## config.mk

```make
export PLATFORM = sky130hd
export DESIGN_NAME = sar_trim_seq
export DESIGN_NICKNAME = d
export VERILOG_FILES = /design/src/rtl/sar_trim_pkg.sv /design/src/rtl/sar_trim_sync.sv /design/src/rtl/sar_trim_div.sv /design/src/rtl/sar_trim_core.sv /design/src/rtl/sar_trim_seq.sv
export SDC_FILE = /design/constraint.sdc
export NUM_CORES = 1
export LEC_CHECK = 0
export BUFFER_PORTS_ARGS = -buffer_cell sky130_fd_sc_hd__buf_2
export CORE_MARGIN = 1
export CORE_UTILIZATION = 30
export DETAILED_ROUTE_END_ITERATION = 12
export PLACE_DENSITY = 0.46
export SLEW_MARGIN = 40
export SYNTH_ARGS = -nofsm -noshare
export SYNTH_HDL_FRONTEND = slang
export SYNTH_SLANG_ARGS = --single-unit
export TNS_END_PERCENT = 50
```

## constraint.sdc

```tcl
create_clock -name clk -period 2.6 [get_ports clk]
set_input_delay 0.26 -clock clk [delete_from_list [all_inputs] [get_ports clk]]
set_output_delay 0.26 -clock clk [all_outputs]
set_load 0.005 [all_outputs]
```

## src/rtl/sar_trim_pkg.sv

```systemverilog
package sar_trim_pkg;
   typedef enum logic [1:0] {
      MODE_COARSE = 2'd0,
      MODE_TRACK  = 2'd1,
      MODE_HOLD   = 2'd2
   } trim_mode_e;
endpackage

```

## src/rtl/sar_trim_sync.sv

```systemverilog
module sar_trim_sync #(
   parameter int WIDTH  = 2,
   parameter int STAGES = 2
) (
   input  logic             clk,
   input  logic             rst,
   input  logic [WIDTH-1:0] d,
   output logic [WIDTH-1:0] q
);
   if (STAGES < 2) begin : g_bad_stages
      $error("sar_trim_sync: STAGES must be at least 2");
   end

   logic [WIDTH-1:0] chain [STAGES];

   for (genvar s = 0; s < STAGES; s++) begin : g_stage
      if (s == 0) begin : g_first
         always_ff @(posedge clk) begin
            if (rst) chain[0] <= '0;
            else     chain[0] <= d;
         end
      end else begin : g_next
         always_ff @(posedge clk) begin
            if (rst) chain[s] <= '0;
            else     chain[s] <= chain[s-1];
         end
      end
   end

   assign q = chain[STAGES-1];
endmodule

```

## src/rtl/sar_trim_div.sv

```systemverilog
module sar_trim_div #(
   parameter int DIV_LOG2 = 4
) (
   input  logic clk,
   input  logic rst,
   input  logic run,
   output logic tick
);
   if (DIV_LOG2 < 0) begin : g_bad_div
      $error("sar_trim_div: DIV_LOG2 must not be negative");
   end

   if (DIV_LOG2 == 0) begin : g_every
      assign tick = run;
   end else begin : g_count
      localparam int CW = DIV_LOG2;
      logic [CW-1:0] cnt;

      always_ff @(posedge clk) begin
         if (rst || !run) cnt <= '0;
         else             cnt <= cnt + 1'b1;
      end

      assign tick = run && (cnt == {CW{1'b1}});
   end
endmodule

```

## src/rtl/sar_trim_core.sv

```systemverilog
module sar_trim_core
   import sar_trim_pkg::*;
#(
   parameter int CODE_W = 4
) (
   input  logic              clk,
   input  logic              rst,
   input  logic              lock_s,
   input  logic              lead_s,
   input  logic              tick,
   output logic [CODE_W-1:0] code,
   output logic              done,
   output trim_mode_e        mode
);
   localparam int SW = $clog2(CODE_W + 1);

   logic [SW-1:0]     step;
   logic [CODE_W-1:0] code_nx;
   int                trial;

   always_comb begin
      code_nx = code;
      trial   = CODE_W - int'(step);
      if (step == '0) begin
         code_nx[CODE_W-1] = 1'b0;
      end else begin
         for (int i = 0; i < CODE_W; i++) begin
            if (i == trial)     code_nx[i] = ~lead_s;
            if (i == trial - 1) code_nx[i] = 1'b0;
         end
      end
   end

   always_ff @(posedge clk) begin
      if (rst || !lock_s) begin
         mode <= MODE_COARSE;
         code <= '1;
         step <= '0;
         done <= 1'b0;
      end else begin
         case (mode)
            MODE_COARSE: mode <= MODE_TRACK;
            MODE_TRACK: if (tick) begin
               code <= code_nx;
               step <= step + 1'b1;
               if (int'(step) == CODE_W) begin
                  mode <= MODE_HOLD;
                  done <= 1'b1;
               end
            end
            default: mode <= MODE_HOLD;
         endcase
      end
   end
endmodule

```

## src/rtl/sar_trim_seq.sv

```systemverilog
module sar_trim_seq
   import sar_trim_pkg::*;
#(
   parameter int CODE_W      = 4,
   parameter int DIV_LOG2    = 4,
   parameter int SYNC_STAGES = 2
) (
   input  logic              clk,
   input  logic              rst,
   input  logic              lock_in,
   input  logic              lead_in,
   output logic [CODE_W-1:0] trim_code,
   output logic              cal_done
);
   if (CODE_W < 2 || CODE_W > 16) begin : g_bad_code_w
      $error("sar_trim_seq: CODE_W out of range");
   end

   logic [1:0] sync_q;
   logic       lock_q;
   logic       lead_q;
   logic       cal_tick;
   trim_mode_e mode;

   sar_trim_sync #(.WIDTH(2), .STAGES(SYNC_STAGES)) u_sync (
      .clk (clk),
      .rst (rst),
      .d   ({lock_in, lead_in}),
      .q   (sync_q)
   );
   assign lock_q = sync_q[1];
   assign lead_q = sync_q[0];

   sar_trim_div #(.DIV_LOG2(DIV_LOG2)) u_div (
      .clk  (clk),
      .rst  (rst),
      .run  (lock_q && (mode == MODE_TRACK)),
      .tick (cal_tick)
   );

   sar_trim_core #(.CODE_W(CODE_W)) u_core (
      .clk    (clk),
      .rst    (rst),
      .lock_s (lock_q),
      .lead_s (lead_q),
      .tick   (cal_tick),
      .code   (trim_code),
      .done   (cal_done),
      .mode   (mode)
   );
endmodule

```

=== Yosys cells after proc, flatten, opt, wreduce, memory -nomap -nowiden ===
Memory sizes are Yosys's and may differ from the RTL's.
Index checks and enable logic that the tools add are counted.

* Bitwise gates (word level): 4
* Add/subtract/negate cells: 4
* Muxes and demuxes: 17
* Equal/unequal tests: 11
* Reductions and logical operators: 21

{| class="wikitable"
|+ Operator list
! operator !! count
|-
| $eq 3x32->1 const A || 4
|-
| $eq 2x32->1 const A || 2
|-
| $logic_not 32->1 || 2
|-
| $sub 32x2->32 const B || 1
|-
| $mux 1 || 12
|-
| $reduce_and 4->1 || 3
|-
| $mux 2 || 4
|-
| $reduce_and 3->1 || 2
|-
| $reduce_bool 2->1 || 3
|-
| $add 4x1->4 const B || 1
|-
| $eq 4x4->1 const B || 1
|-
| $pmux 2 s2 || 1
|-
| $reduce_and 2->1 || 2
|-
| $sub 3x3->4 const A || 1
|-
| $add 3x1->3 const B || 1
|-
| $eq 3x3->1 const B || 1
|-
| $logic_not 3->1 || 1
|-
| $reduce_bool 3->1 || 1
|-
| $eq 2x1->1 const B || 1
|-
| $logic_and 1x1->1 || 2
|-
| $logic_not 1->1 || 2
|-
| $logic_not 2->1 || 1
|-
| $logic_or 1x1->1 || 2
|-
| $ne 2x1->1 const B || 1
|-
| 3 further kinds || 5
|}

* Memory bits (writable): 4
* Flip-flop bits (word level): 14
* Output and inout port bits: 5
* Bits of input ports: 4
* Memories kept: 1
* Word-level logic and storage cells: 66

{| class="wikitable"
|+ Memories
! memory !! words !! bits a word !! rd ports !! clocked after memory_dff !! wr ports !! line !! source
|-
| u_sync.chain || 2 || 2 || 2 || 0 || 2 || sar_trim_sync.sv:14 || <nowiki>logic [WIDTH-1:0] chain [STAGES];</nowiki>
|}

=== Longest topological paths before layout ===
Gate-level depths: netlist (run 1).

* Depth after elaboration: 5
* Mapped depth: 10
* Gate-level depth less buffers: 9

=== By module ===
From an unflattened synthesis (run 1), not the netlist that was laid out.

* Cells, all modules: 91
* Area total of the unflattened synthesis: 908.4 um^2

{| class="wikitable"
|+ Modules (own cells, without submodules)
! module !! instances !! area an instance (um^2) !! sequential area each (um^2) !! cells each
|-
| sar_trim_core || 1 || 629.4 || 200.2 || 66
|-
| sar_trim_div || 1 || 165.2 || 80.1 || 16
|-
| sar_trim_sync || 1 || 105.1 || 80.1 || 8
|-
| sar_trim_seq || 1 || 8.8 || 0.0 || 1
|}

=== Worst setup path after synthesis (run 1) ===
OpenSTA, ideal clock, no wires.

* Kind: flip-flop to flip-flop
* Start: register u_core.step[0]
* End: register u_core.code[2]
* Data required time: 2.478 ns
* Arrival: 2.403 ns
* Clock period less this slack: 2.525 ns
* Library setup time: 0.122 ns
* Slack: 0.075 ns
* Cell stages (with the launch flop): 11
* Buffers on the path: 1
* Cell sequence: dfxtp_1 inv_1 ha_1 ha_1 buf_6 nand3_1 ha_1 nor4b_1 and4_4 nand2_1 a221o_1

* Cells in the longest elaborated chain, start to end: 5
* Elaborated cells on any way between the ends: 9
* Those cells by class: 2 x add/sub; 2 x eq/ne; 1 x mux; 1 x bitwise; 3 x reduce/logical

{| class="wikitable"
|+ RTL lines
! element !! line !! source
|-
| start, declared || sar_trim_core.sv:17 || <nowiki>logic [SW-1:0] step;</nowiki>
|-
| start signal, assigned || sar_trim_core.sv:45 || <nowiki>step <= step + 1'b1;</nowiki>
|-
| $sub 3x3->4 || sar_trim_core.sv:23 || <nowiki>trial = CODE_W - int'(step);</nowiki>
|-
| $sub 32x2->32 || sar_trim_core.sv:29 || <nowiki>if (i == trial - 1) code_nx[i] = 1'b0;</nowiki>
|-
| $eq 3x32->1 || sar_trim_core.sv:29 ||
|-
| $reduce_bool 2->1 (no source line) || - ||
|-
| $reduce_and 4->1 (no source line) || - ||
|-
| end signal, assigned || sar_trim_core.sv:44 || <nowiki>code <= code_nx;</nowiki>
|-
| end, declared || sar_trim_core.sv:11 || <nowiki>output logic [CODE_W-1:0] code,</nowiki>
|}

Parallel ways exist; a longest one is shown, timed or not.
A chain may end at the register's enable or synchronous reset.

=== Worst setup path after layout (run 1) ===
* Start: register u_core.step[1]
* End: register u_core.code[2]

Same word-level chain as after synthesis.

==> results of run 1 <==
-- registers in the layout, indices dropped and copies added (netlist names) --
name / flops
u_core.code: 4
u_core.done: 1
u_core.mode: 2
u_core.step: 3
u_div.g_count.cnt: 4
u_sync.chain: 4
-- cell type report --
type                            count  area, sq um
Fill cell                         319         1950
Sequential cell                    18          362
Timing Repair Buffer               11         62.6
Multi-Input combinational cell     75          552
Tap cell                           44         55.1
Clock buffer                        4         36.3
Inverter                            4         15.0
-- through the flow --
step           TNS (ns)  instances  utilization (%)  power, mW  hold slack, ns
2_1_floorplan         0        101                -      0.292           0.332
3_3_place_gp          0        152             34.3      0.296           0.416
3_5_place_dp          0        152             34.3      0.296           0.427
4_1_cts               0        156             35.5      0.473           0.155
5_1_grt        -0.00365        156             35.7      0.485           0.164
6_report              0        156             35.7      0.461           0.170
-- per-layer routing --
| layer | track usage [%] | vias to the layer above | wire length, um |
|---|---|---|---|
| met5 | 0 | - | 0 |
| li1 | - | 373 | - |
| met1 | 15.5 | 316 | 852 |
| met2 | 17.9 | 12 | 756 |
| met4 | 3.06 | 0 | 18 |
| met3 | 5.13 | 2 | 82 |
-- kinds of logic (layout without fill, tap and decap cells) --
group | after synthesis | in the layout | share of synthesized area, %
mux | 1 | 1 | 1.06
compound gates | 13 | 13 | 10.1
flops | 18 | 18 | 38.1
buf+inv | 8 | 19 | 4.23
simple gates | 44 | 44 | 26.1
xor+xnor | 5 | 5 | 4.63
fa+ha+maj | 12 | 12 | 15.9
-- worst paths after layout --
check | end | slack [ns] | from | cells after the start
min reg2reg | u_sync.chain[1][1]$_SDFF_PP0_ | 0.45 | u_sync.chain[0][1]$_SDFF_PP0_ | 1
max | u_core.code[2]$_SDFFE_PP1P_ | 0.21 | u_core.step[1]$_SDFFE_PP0P_ | 9
min | u_sync.chain[0][0]$_SDFF_PP0_ | 0.17 | lead_in | 2
max reg2reg | u_core.code[2]$_SDFFE_PP1P_ | 0.21 | u_core.step[1]$_SDFFE_PP0P_ | 9
-- cell usage in the layout (no fill, tap or decap), drive strengths merged, types with 2 or more instances in the layout --
master	n
nand4b	2
xnor2	3
nand2	7
nand4	2
a221o	2
xor2	2
buf	11
and2	2
ha	12
nand2b	2
nor2	10
and4	2
and3	4
nand3	4
a21oi	4
dfxtp	18
nor2b	7
clkbuf	4
inv	4
-- critical path, cell delays in order, from the launching register on --
cell and delay [ns]:
dfxtp_2 0.38, inv_1 0.09, ha_1 0.20, ha_1 0.33, nand3_1 0.09, ha_1 0.30
nor4b_2 0.26, and4_4 0.27, nand2_1 0.05, a221o_1 0.31
-- power by group through the flow --
stage | clock [mW] | combinational [mW] | sequential (mW)
finish | 0.171 | 0.00878 | 0.280
global route | 0.194 | 0.0100 | 0.281
CTS | 0.184 | 0.00896 | 0.281
detailed placement | 0 | 0.00895 | 0.287
global placement | 0 | 0.00893 | 0.287
floorplan | 0 | 0.00527 | 0.286
==> reports/metrics.cfg, run 1 <==
[timing]
slew_headroom_pct=58.5
setup_ws_ns=0.215
finalHoldViolations=0
drv_slew=0
fin_skew_ns=0.000555
fin_crit_sh_pct=91.7
tightest_slew_ns=0.621
finalSetupViolations=0
post-route-min-period_ns=2.39
max_freq_mhz=419

[route]
dr_total_vias=703
finalWirelength_um=1710
viasPerCell=4.51
drc=0
ant_nets=0
wl_per_cell_um=11.0
first_iter_violations=5
drt-pass1-iter-count=4

[pwr]
power.switching_mw=0.0922
power_frac_comb_pct=1.9
pwr-share-clk_pct=37.2
p_leak_nw=0.408
peakVddDrop_uv=207
seq_power_share_pct=60.9
p_per_area_nw_per_um2=426
swShare_pct=20.0
internal_power_mw=0.368

[logic_synthesis]
syn_avg_cell_area_sq_um=9.37
yosysMostFrequentCell=dfxtp_1
synth.ff_latch_count=18
syn_inst=101
synth_top_cell_by_area=dfxtp_1
synthTopCellsByCount=dfxtp_1, ha_1, nor2_1
syn_nets=117
synthFlopType=dfxtp_1
synth-seq-area-share_pct=38.1
yosysUniqueCellTypes=33
yosysWarnings=0
synth_edf_count=0
ys_top_cells_by_area=dfxtp_1, ha_1, nor2b_1
synth_top_area_share_pct=38.1
syn_area_sq_um=946
async_flop_share_pct=0

[grt]
antenna_found_initial=0
grt_pass1_vias=653
grt_use_total_pct=11.9
grt_pass1_wl_um=3000
grt_max_degree=11
overflow=0

[cells_and_area]
num-nets-final=129
n_antenna_cell=0
syn2layout_area_growth_pct=14.4
fin_area_sq_um=1080
drive_above_1_share_pct=17.9

[worst_setup_path]
required_ns=2.79
criticalPathCategory=reg2reg
arrival_ns=2.57
cp-start-kind=flip-flop
worstPathMaxFanout=5
endpoint_kind=flip-flop

[placement]
place_area_sq_um=1040
preCtsSetupSlack_ns=0.116
gp_congestion=0.773
dp_hpwl_um=1340
portBuffers=8

[die]
num_rows=20
start_util_pct=31.2
core_sq_um=3030
die_y_um=58.2
num_io_pins=9
die_area_sq_um=3380
die_w_um=58.2

[cts]
cts_root_buf=clkbuf_4
cts_tree=done
hold_buffers=0
clk_path_buf_depth=2
cts.clk_slew.worst_paths_ns=0.10
htreeDepth=1
postCtsSetupRepairBufs=0
cts_made_buffers=3
ctsResizeCount=0
clock_latency_ns=0.29
clock_sinks=18

[flow_run]
cap_viol_max_count=0

[worst_hold_path]
hold_path.class=in2reg

[status]
status=finished, final reports clean

Note: power is estimated with default switching activity, not from simulation.
==> run 2: changes to the inputs <==
ABC_AREA = 1   (was not set)
SYNTH_HIERARCHICAL = 1   (was not set)
==> run 2 against run 1 <==
Against the previous run:
- via count increased by 19%
- combinational power increased by 14%
- total power increased by 0.28%
- synthesized cell count increased by 41%
- non-clock buffer count decreased by 3
- largest power group unchanged
==> reports/metrics.cfg, run 2 <==
[timing]
setup_ws_ns=0.513
post-route-min-period_ns=2.09
max_freq_mhz=479
slew_headroom_pct=66.8
hold_slack_ns=0.161
fin_crit_sh_pct=80.3
fin_skew_ns=0.00599
finalSetupTns_ns=0
grt_setup_unrepaired=false
finalHoldViolations=0
finalSetupViolations=0
tightest_slew_ns=0.496
drv_slew=0

[logic_synthesis]
synth_compound_area_share_pct=7.10
syn_avg_cell_area_sq_um=6.95
synth_fa_ha_area_share_pct=12.7
synth_top_area_share_pct=36.5
syn_area_sq_um=987
syn_inst=142
yosysUniqueCellTypes=20
synth-xor-area-share_pct=0
synthTopCellsByCount=nand2_1, inv_1, nor2_1
yosysWarnings=6
synthFlopType=dfxtp_1
synth_edf_count=0
syn_nets=156
synth_top_family_by_area=simple AND/OR/NAND/NOR gates
muxShareOfSynthArea_pct=0
synth_top_cell_by_area=dfxtp_1
synth-seq-area-share_pct=36.5
synth.ff_latch_count=18
synth-simple-area-share_pct=33.5
yosysMostFrequentCell=nand2_1
ys_top_cells_by_area=dfxtp_1, ha_1, nand2_1
async_flop_share_pct=0

[cts]
cts_root_buf=clkbuf_4
postCtsSetupRepairBufs=0
htreeDepth=1
cts_tree=done
cts_made_buffers=3
ctsResizeCount=0
cts.clk_slew.worst_paths_ns=0.11
clock_latency_ns=0.29
clk_path_buf_depth=2
hold_buffers=0
clock_sinks=18

[cells_and_area]
fin_cells=198
final_util_pct=36.3
num-nets-final=169
final_cell_mix=nand2_1, inv_1, nor2_1
n_antenna_cell=0
fin_area_sq_um=1120
drive_above_1_share_pct=14.3
final_common_cell=nand2_1
syn2layout_area_growth_pct=13.3
top_regs=u_core/code x4, u_div/g_count.cnt x4, u_sync/chain x4

[route]
drt-pass1-iter-count=4
finalWirelength_um=1790
wl_per_cell_um=9.05
drc=0
first_iter_violations=25
ant_nets=0
viasPerCell=4.22
dr_total_vias=835

[grt]
use_met1_pct=15.6
grt_use_total_pct=12.3
met3_usage_pct=2.62
overflow=0
busiest_layer=met2
grt_max_degree=11
antenna_found_initial=0
met2_usage_pct=20.2
grt_pass1_vias=766
grt_pass1_wl_um=3220

[die]
num_rows=20
num_io_pins=9
die_w_um=59.4
die_y_um=59.4
start_util_pct=32.1
core_sq_um=3080
die_area_sq_um=3520

[worst_setup_path]
cp.buffers_inverters=2
cp-start-kind=flip-flop
arrival_ns=2.25
crit_cells=11
required_ns=2.77
cp_common_cell=nand2_1
critPathSlowestCell=dfxtp_1
criticalPathCategory=reg2reg
endpoint_kind=flip-flop
cp_top_family=simple AND/OR/NAND/NOR gates
cp_cell_sequence=inv_1 > ha_1 > ha_1 > nand2_1 > inv_1 > nor2_4 > nand3_1 > nand2_1 > nand2_1 > nand2_1 > nand3_1
slowest_delay_ns=0.46
worstPathMaxFanout=7
reg2regPathDepth=11

[placement]
gp_congestion=0.838
preCtsSetupSlack_ns=0.496
dp.cells=194
dp_hpwl_um=1470
place_area_sq_um=1080
portBuffers=8

[pwr]
power.switching_mw=0.0940
p_per_area_nw_per_um2=413
p_leak_nw=0.514
swShare_pct=20.3
internal_power_mw=0.368
pwr-share-clk_pct=37.2
total_power_mw=0.462
power_frac_comb_pct=2.2
seq_power_share_pct=60.6
peakVddDrop_uv=225

[worst_hold_path]
hold_path.class=in2reg
hold_depth=3

[flow_run]
cap_viol_max_count=0

[status]
status=finished, final reports clean

run 2: changes by cell type after synthesis, sizes merged, moves of 3 or more:
cell	previous run	this run
nor2	10	29
and3	4	0
o21ai	1	6
nand3	4	9
nor2b	7	0
inv	4	27
nand2	7	32
xnor2	3	0
run 2: layer usage:
layer | wire [um] | vias to the layer above
li1 | - | 463
met1 | 924 | 366
met2 | 820 | 4
met3 | 34 | 2
met4 | 12 | 0
met5 | 0 | -
run 2: worst reg2reg max path, delay by kind of cell, from the launching register on:
family,cells,cell delay [ns]
adders and majority gates,2,0.61
buffers and inverters,2,0.26
DFF,1,0.46
and+or+nand+nor,7,0.64
run 2: worst paths after layout:
kind | from | end | slack [ns]
max | u_core/step[0]$_SDFFE_PP0P_ | u_core/code[1]$_SDFFE_PP1P_ | 0.51
min | lead_in | u_sync/chain[0][0]$_SDFF_PP0_ | 0.16
max reg2reg | u_core/step[0]$_SDFFE_PP0P_ | u_core/code[1]$_SDFFE_PP1P_ | 0.51
min reg2reg | u_sync/chain[0][1]$_SDFF_PP0_ | u_sync/chain[1][1]$_SDFF_PP0_ | 0.42
run 2: cell families (layout without fill, tap and decap cells):
logic type	Yosys count	count (layout)
buffers and inverters	27	39
AND/OR/NAND/NOR	75	75
AO/OA/AOI/OAI	12	12
flip-flops	18	18
adder cells (fa/ha/maj)	10	10
run 2: final cells by class:
class                   instances  area (sq um)
inverters                      27           101
clock buffers                   4          36.3
flip-flops and latches         18           360
repair buffers                  8          40.0
multi-input cells              97           526
well taps                      44          55.1
fillers                       332          1960
run 2: power groups by stage:
stage	clock, mW	sequential, mW	combinational (mW)
4_1_cts	0.183	0.280	0.0103
5_1_grt	0.198	0.281	0.0123
2_1_floorplan	0	0.286	0.00554
3_3_place_gp	0	0.287	0.0101
6_report	0.172	0.280	0.0100
3_5_place_dp	0	0.286	0.0102
